### src/rtl/ubt_pkg.sv
package ubt_pkg;
  localparam int unsigned UBT_HALF_W = 18;
  localparam int unsigned UBT_N_HALF = 2;

  typedef enum logic [1:0] {
    MODE_HOLD    = 2'd0,
    MODE_PASS    = 2'd1,
    MODE_CAPTURE = 2'd2
  } store_mode_e;
endpackage

### src/rtl/ubt_store.sv
module ubt_store
  import ubt_pkg::*;
#(
  parameter int unsigned W = UBT_HALF_W
) (
  input  logic         clk_i,
  input  logic         rst_ni,
  input  logic         le_i,
  input  logic         ck_i,
  input  logic [W-1:0] d_i,
  output logic [W-1:0] q_o
);

  logic         ck_q;
  logic [W-1:0] st_q;
  store_mode_e  mode;

  // falling edge = previous sample high, current sample low
  always_comb begin
    if (le_i)              mode = MODE_PASS;
    else if (ck_q && !ck_i) mode = MODE_CAPTURE;
    else                   mode = MODE_HOLD;
  end

  always_ff @(posedge clk_i or negedge rst_ni) begin
    if (!rst_ni) begin
      ck_q <= 1'b0;
      st_q <= '0;
    end else begin
      ck_q <= ck_i;
      if (mode != MODE_HOLD) st_q <= d_i;
    end
  end

  assign q_o = st_q;

  AST_PASS_THRU: assert property (@(posedge clk_i) disable iff (!rst_ni)
    le_i |=> (q_o == $past(d_i)));
  AST_HOLD_STEADY: assert property (@(posedge clk_i) disable iff (!rst_ni)
    (!le_i && !(ck_q && !ck_i)) |=> $stable(q_o));
  AST_FALL_LOAD: assert property (@(posedge clk_i) disable iff (!rst_ni)
    (!le_i && ck_q && !ck_i) |=> (q_o == $past(d_i)));

endmodule

### src/rtl/ubt_slice.sv
module ubt_slice
  import ubt_pkg::*;
#(
  parameter int unsigned W = UBT_HALF_W
) (
  input  logic         clk_i,
  input  logic         rst_ni,
  input  logic [W-1:0] a_i,
  output logic [W-1:0] a_o,
  output logic         a_oe_o,
  input  logic [W-1:0] b_i,
  output logic [W-1:0] b_o,
  output logic         b_oe_o,
  input  logic         ab_oe_i,
  input  logic         ba_oe_ni,
  input  logic         ab_le_i,
  input  logic         ba_le_i,
  input  logic         ab_ck_i,
  input  logic         ba_ck_i
);

  logic a_oe_q, b_oe_q;

  ubt_store #(.W(W)) i_ab (
    .clk_i (clk_i),
    .rst_ni(rst_ni),
    .le_i  (ab_le_i),
    .ck_i  (ab_ck_i),
    .d_i   (a_i),
    .q_o   (b_o)
  );

  ubt_store #(.W(W)) i_ba (
    .clk_i (clk_i),
    .rst_ni(rst_ni),
    .le_i  (ba_le_i),
    .ck_i  (ba_ck_i),
    .d_i   (b_i),
    .q_o   (a_o)
  );

  // enables are sampled like data so drive and value change together
  always_ff @(posedge clk_i or negedge rst_ni) begin
    if (!rst_ni) begin
      a_oe_q <= 1'b0;
      b_oe_q <= 1'b0;
    end else begin
      b_oe_q <= ab_oe_i;
      a_oe_q <= ~ba_oe_ni;
    end
  end

  assign a_oe_o = a_oe_q;
  assign b_oe_o = b_oe_q;

  AST_AB_EN_ON: assert property (@(posedge clk_i) disable iff (!rst_ni)
    ab_oe_i |=> b_oe_o);
  AST_AB_EN_OFF: assert property (@(posedge clk_i) disable iff (!rst_ni)
    !ab_oe_i |=> !b_oe_o);
  AST_BA_EN_ON: assert property (@(posedge clk_i) disable iff (!rst_ni)
    !ba_oe_ni |=> a_oe_o);
  AST_BA_EN_OFF: assert property (@(posedge clk_i) disable iff (!rst_ni)
    ba_oe_ni |=> !a_oe_o);

endmodule

### src/rtl/ubt_xcvr.sv
module ubt_xcvr
  import ubt_pkg::*;
#(
  parameter int unsigned HALF_W = UBT_HALF_W,
  parameter int unsigned N_HALF = UBT_N_HALF,
  localparam int unsigned BUS_W = HALF_W * N_HALF
) (
  input  logic              clk_i,
  input  logic              rst_ni,
  input  logic [BUS_W-1:0]  a_i,
  output logic [BUS_W-1:0]  a_o,
  output logic [N_HALF-1:0] a_oe_o,
  input  logic [BUS_W-1:0]  b_i,
  output logic [BUS_W-1:0]  b_o,
  output logic [N_HALF-1:0] b_oe_o,
  input  logic [N_HALF-1:0] ab_oe_i,
  input  logic [N_HALF-1:0] ba_oe_ni,
  input  logic [N_HALF-1:0] ab_le_i,
  input  logic [N_HALF-1:0] ba_le_i,
  input  logic [N_HALF-1:0] ab_ck_i,
  input  logic [N_HALF-1:0] ba_ck_i
);

  for (genvar h = 0; h < N_HALF; h++) begin : g_half
    ubt_slice #(.W(HALF_W)) i_slice (
      .clk_i   (clk_i),
      .rst_ni  (rst_ni),
      .a_i     (a_i[h*HALF_W +: HALF_W]),
      .a_o     (a_o[h*HALF_W +: HALF_W]),
      .a_oe_o  (a_oe_o[h]),
      .b_i     (b_i[h*HALF_W +: HALF_W]),
      .b_o     (b_o[h*HALF_W +: HALF_W]),
      .b_oe_o  (b_oe_o[h]),
      .ab_oe_i (ab_oe_i[h]),
      .ba_oe_ni(ba_oe_ni[h]),
      .ab_le_i (ab_le_i[h]),
      .ba_le_i (ba_le_i[h]),
      .ab_ck_i (ab_ck_i[h]),
      .ba_ck_i (ba_ck_i[h])
    );
  end

  // per-half isolation comes from the slice partitioning above
  AST_RESET_CLEAR: assert property (@(posedge clk_i)
    !rst_ni |-> (a_oe_o == '0 && b_oe_o == '0 && a_o == '0 && b_o == '0));

endmodule

### config.mk
export PLATFORM = sky130hd
export DESIGN_NAME = ubt_xcvr
export DESIGN_NICKNAME = d
export VERILOG_FILES = /design/src/rtl/ubt_pkg.sv /design/src/rtl/ubt_store.sv /design/src/rtl/ubt_slice.sv /design/src/rtl/ubt_xcvr.sv
export SDC_FILE = /design/constraint.sdc
export NUM_CORES = 1
export LEC_CHECK = 0
export BUFFER_PORTS_ARGS = -buffer_cell sky130_fd_sc_hd__buf_2
export CAP_MARGIN = 5
export CORE_MARGIN = 1
export CORE_UTILIZATION = 41
export CTS_CLUSTER_SIZE = 28
export DETAILED_ROUTE_END_ITERATION = 8
export MAX_ROUTING_LAYER = met4
export PLACE_DENSITY = 0.81
export REMOVE_ABC_BUFFERS = 1
export SETUP_SLACK_MARGIN = 0.1
export SLEW_MARGIN = 0
export SYNTH_ARGS = -nofsm -noshare
export SYNTH_HDL_FRONTEND = slang
export SYNTH_SLANG_ARGS = --single-unit
export TNS_END_PERCENT = 50
### constraint.sdc
create_clock -name clk_i -period 1.2 [get_ports clk_i]
set_input_delay 0.24 -clock clk_i [delete_from_list [all_inputs] [get_ports clk_i]]
set_output_delay 0.24 -clock clk_i [all_outputs]
set_load 0.01 [all_outputs]
==> impl_metrics.tcl <==
set metrics [dict create \
    intPower_mw 4.90 \
    worst_pin_slew_ns 0.443 \
    timing.clock.skew_ns 0.00781 \
    cts.path.max_buffers 2 \
    fin_setup_tns_ns -0.0659 \
    fin_crit_ns 1.21 \
    netSwitchingPower_mw 1.56 \
    fillers 579 \
    worstPathCellList "a21oi_4, buf_12, mux2_2" \
    ant_nets 0 \
    start_util_pct 42.9 \
    grt_usage_pct 16.5 \
    rows 31 \
    dp.cells 431 \
    die-area_mm2 0.00806 \
    p_leak_nw 2.35 \
    route.detailed.drc 0 \
    violations "negative setup slack" \
    grt_antenna_before_repair 0 \
    worst_hold_path.endpoint "g_half[1].i_slice.b_oe_o" \
    cp.required_ns 1.42 \
    crit_slowest_cell "dfrtp_1" \
    instances_no_fill 453 \
    ys_types 8 \
    yosysWarnings 0 \
    dr.pass1.iters 4 \
    crit_buf_inv 1 \
    syn_inst 170 \
    hold_start "ab_oe_i[1]" \
    power_frac_comb_pct 18.7 \
    crit_arrival_ns 1.44 \
    core_mm2 0.00737 \
    status "complete, but fails checks" \
    io_buffers 161 \
    cts_tree "built" \
    ys_seq_area_share_pct 63.3 \
    hold_viol 0 \
    end_kind "register" \
    vias_per_cell 4.52 \
    crit_type "reg -> reg" \
    period_share_pct 101 \
    hp-class "in -> reg" \
    max_stage_delay_ns 0.40 \
    grt_setup_unrepaired "yes" \
    drt-initial-drc-count 33 \
    clock_sinks 80 \
    syn_to_final_growth_pct 42.9 \
    r2r_slack_ns -0.01 \
    reg2reg_depth 3 \
    power_frac_seq_pct 47.9 \
    timing.rr.start "g_half[1].i_slice.i_ba.ck_q" \
    critPathLaunchType "register" \
    setup_slack_ns -0.0124 \
    grt_pass1_wl_um 10100 \
    reg2reg_to "g_half[1].i_slice.i_ba.q_o[4]" \
    syn_avg_cell_area_um2 18.6 \
    fin_nets 435 \
    max_freq_mhz 825 \
    clock_latency_ns 0.34 \
    layout_common_cells "buf_2 (154), dfrtp_1 (80), mux2_4 (63)" \
    grt_max_degree 45 \
    dp_hpwl_um 4640 \
    grt_pass1_vias 2021 \
    cp.depth 3 \
    die_height_um 89.8 \
    diodes 0 \
    clockPowerShare_pct 33.4 \
    layout-drive-gt1-share_pct 76.0 \
    critPathMaxFanout 12 \
    cts-root-buf "clkbuf_8" \
    layout_commonest_cell "buf_2" \
    htree_num_levels 3 \
    vias 2048 \
    cellPowerDensity_mw_per_mm2 1430 \
    io_pins 162 \
    finalSetupViolCount 8 \
    irDropWorstVdd_uv 857 \
    numCtsBuffers 9 \
    drv_cap 0 \
    syn_area_mm2 0.00316 \
    maxSlewViolCount 0 \
    wirelength_um 6500 \
    final_core_util_pct 61.3 \
    hold_depth 1 \
    dp_slack_ns -0.0263 \
    synth_seq_cells 80 \
    wl_per_cell_um 14.3 \
    p_sw_share_pct 24.2 \
    gp_congestion 0.735 \
    grt-ovfl-total 0 \
    slew_headroom_pct 70.5 \
    cpLargestDelayFamily "flip-flops" \
    fp.dieW_um 89.8 \
    clk_pin_slew_ns 0.08 \
]
==> area by class of cell <==
type                            count  area, um2  area share, %
Inverter                            6       22.5          0.499
Timing Repair Buffer              176       1030           22.9
Multi-Input combinational cell     76       1110           24.6
Sequential cell                    80       2000           44.3
Clock inverter                      5       80.1           1.77
Clock buffer                       11        141           3.13
Tap cell                           99        124           2.74
==> state kept, by name, indices dropped and copies added (netlist names) <==
register / flops
g_half.i_slice.i_ab.q_o: 36
g_half.i_slice.i_ba.q_o: 36
g_half.i_slice.a_oe_o: 2
g_half.i_slice.b_oe_o: 2
g_half.i_slice.i_ab.ck_q: 2
g_half.i_slice.i_ba.ck_q: 2
==> through the flow <==
stage	power [mW]	cell area, um2	hold WS (ns)
2_1_floorplan	3.67	3050	-0.0556
3_5_place_dp	4.25	4110	0.227
5_1_grt	6.79	4520	0.00262
3_3_place_gp	4.21	4110	0.221
6_report	6.46	4520	0.0184
4_1_cts	6.50	4420	0.000127
==> worst max path at each step <==
stage	from	end	slack (ns)
2_1_floorplan	g_half[0].i_slice.i_ab.ck_q	g_half[0].i_slice.i_ab.q_o[0]	-0.16
3_3_place_gp	ba_ck_i[0]	g_half[0].i_slice.i_ba.q_o[6]	0.02
3_5_place_dp	ba_ck_i[0]	g_half[0].i_slice.i_ba.q_o[4]	-0.03
4_1_cts	g_half[1].i_slice.i_ba.ck_q	g_half[1].i_slice.i_ba.q_o[1]	-0.02
5_1_grt	g_half[0].i_slice.i_ba.ck_q	g_half[0].i_slice.i_ba.q_o[3]	-0.05
6_report	g_half[1].i_slice.i_ba.ck_q	g_half[1].i_slice.i_ba.q_o[4]	-0.01
==> cells in the mapped netlist, drive strengths merged <==
master	count	area, um2
dfrtp	80	2000
mux2	72	961
inv	6	22.5
buf	8	110
a21oi	4	65.1
==> power by group through the flow <==
stage                     clock, mW  sequential [mW]  combinational [mW]
after floorplan                   0             3.25               0.417
after global placement            0             3.13                1.09
after detailed placement          0             3.14                1.11
after CTS                      2.24             3.09                1.17
after global routing           2.37             3.13                1.29
final                          2.16             3.10                1.21
==> timing repair <==
item | CTS | global route
endpoints found under the setup margin | 143 | 145
setup buffers | 1 | 3
hold buffers | 1 | 1
endpoints found under the hold margin | 80 | 1
pin swaps | 0 | 0
resized for setup | 16 | 15
gates cloned | 0 | 0
==> logic make-up (layout without fill, tap and decap cells) <==
kind of cell,after synthesis,in the layout,synth area share [%]
flip-flops,80,80,63.3
multiplexers,72,72,30.4
buffers and inverters,14,198,4.20
AO/OA/AOI/OAI,4,4,2.06
==> routing by layer <==
| layer | up-vias | routed length (um) | GRT usage [%] |
|---|---|---|---|
| met2 | 93 | 3230 | 26.3 |
| met5 | - | 0 | - |
| met1 | 998 | 2760 | 20.3 |
| li1 | 947 | - | - |
| met3 | 10 | 412 | 4.06 |
| met4 | 0 | 94 | 6.56 |
(Power assumes the default switching activity.)
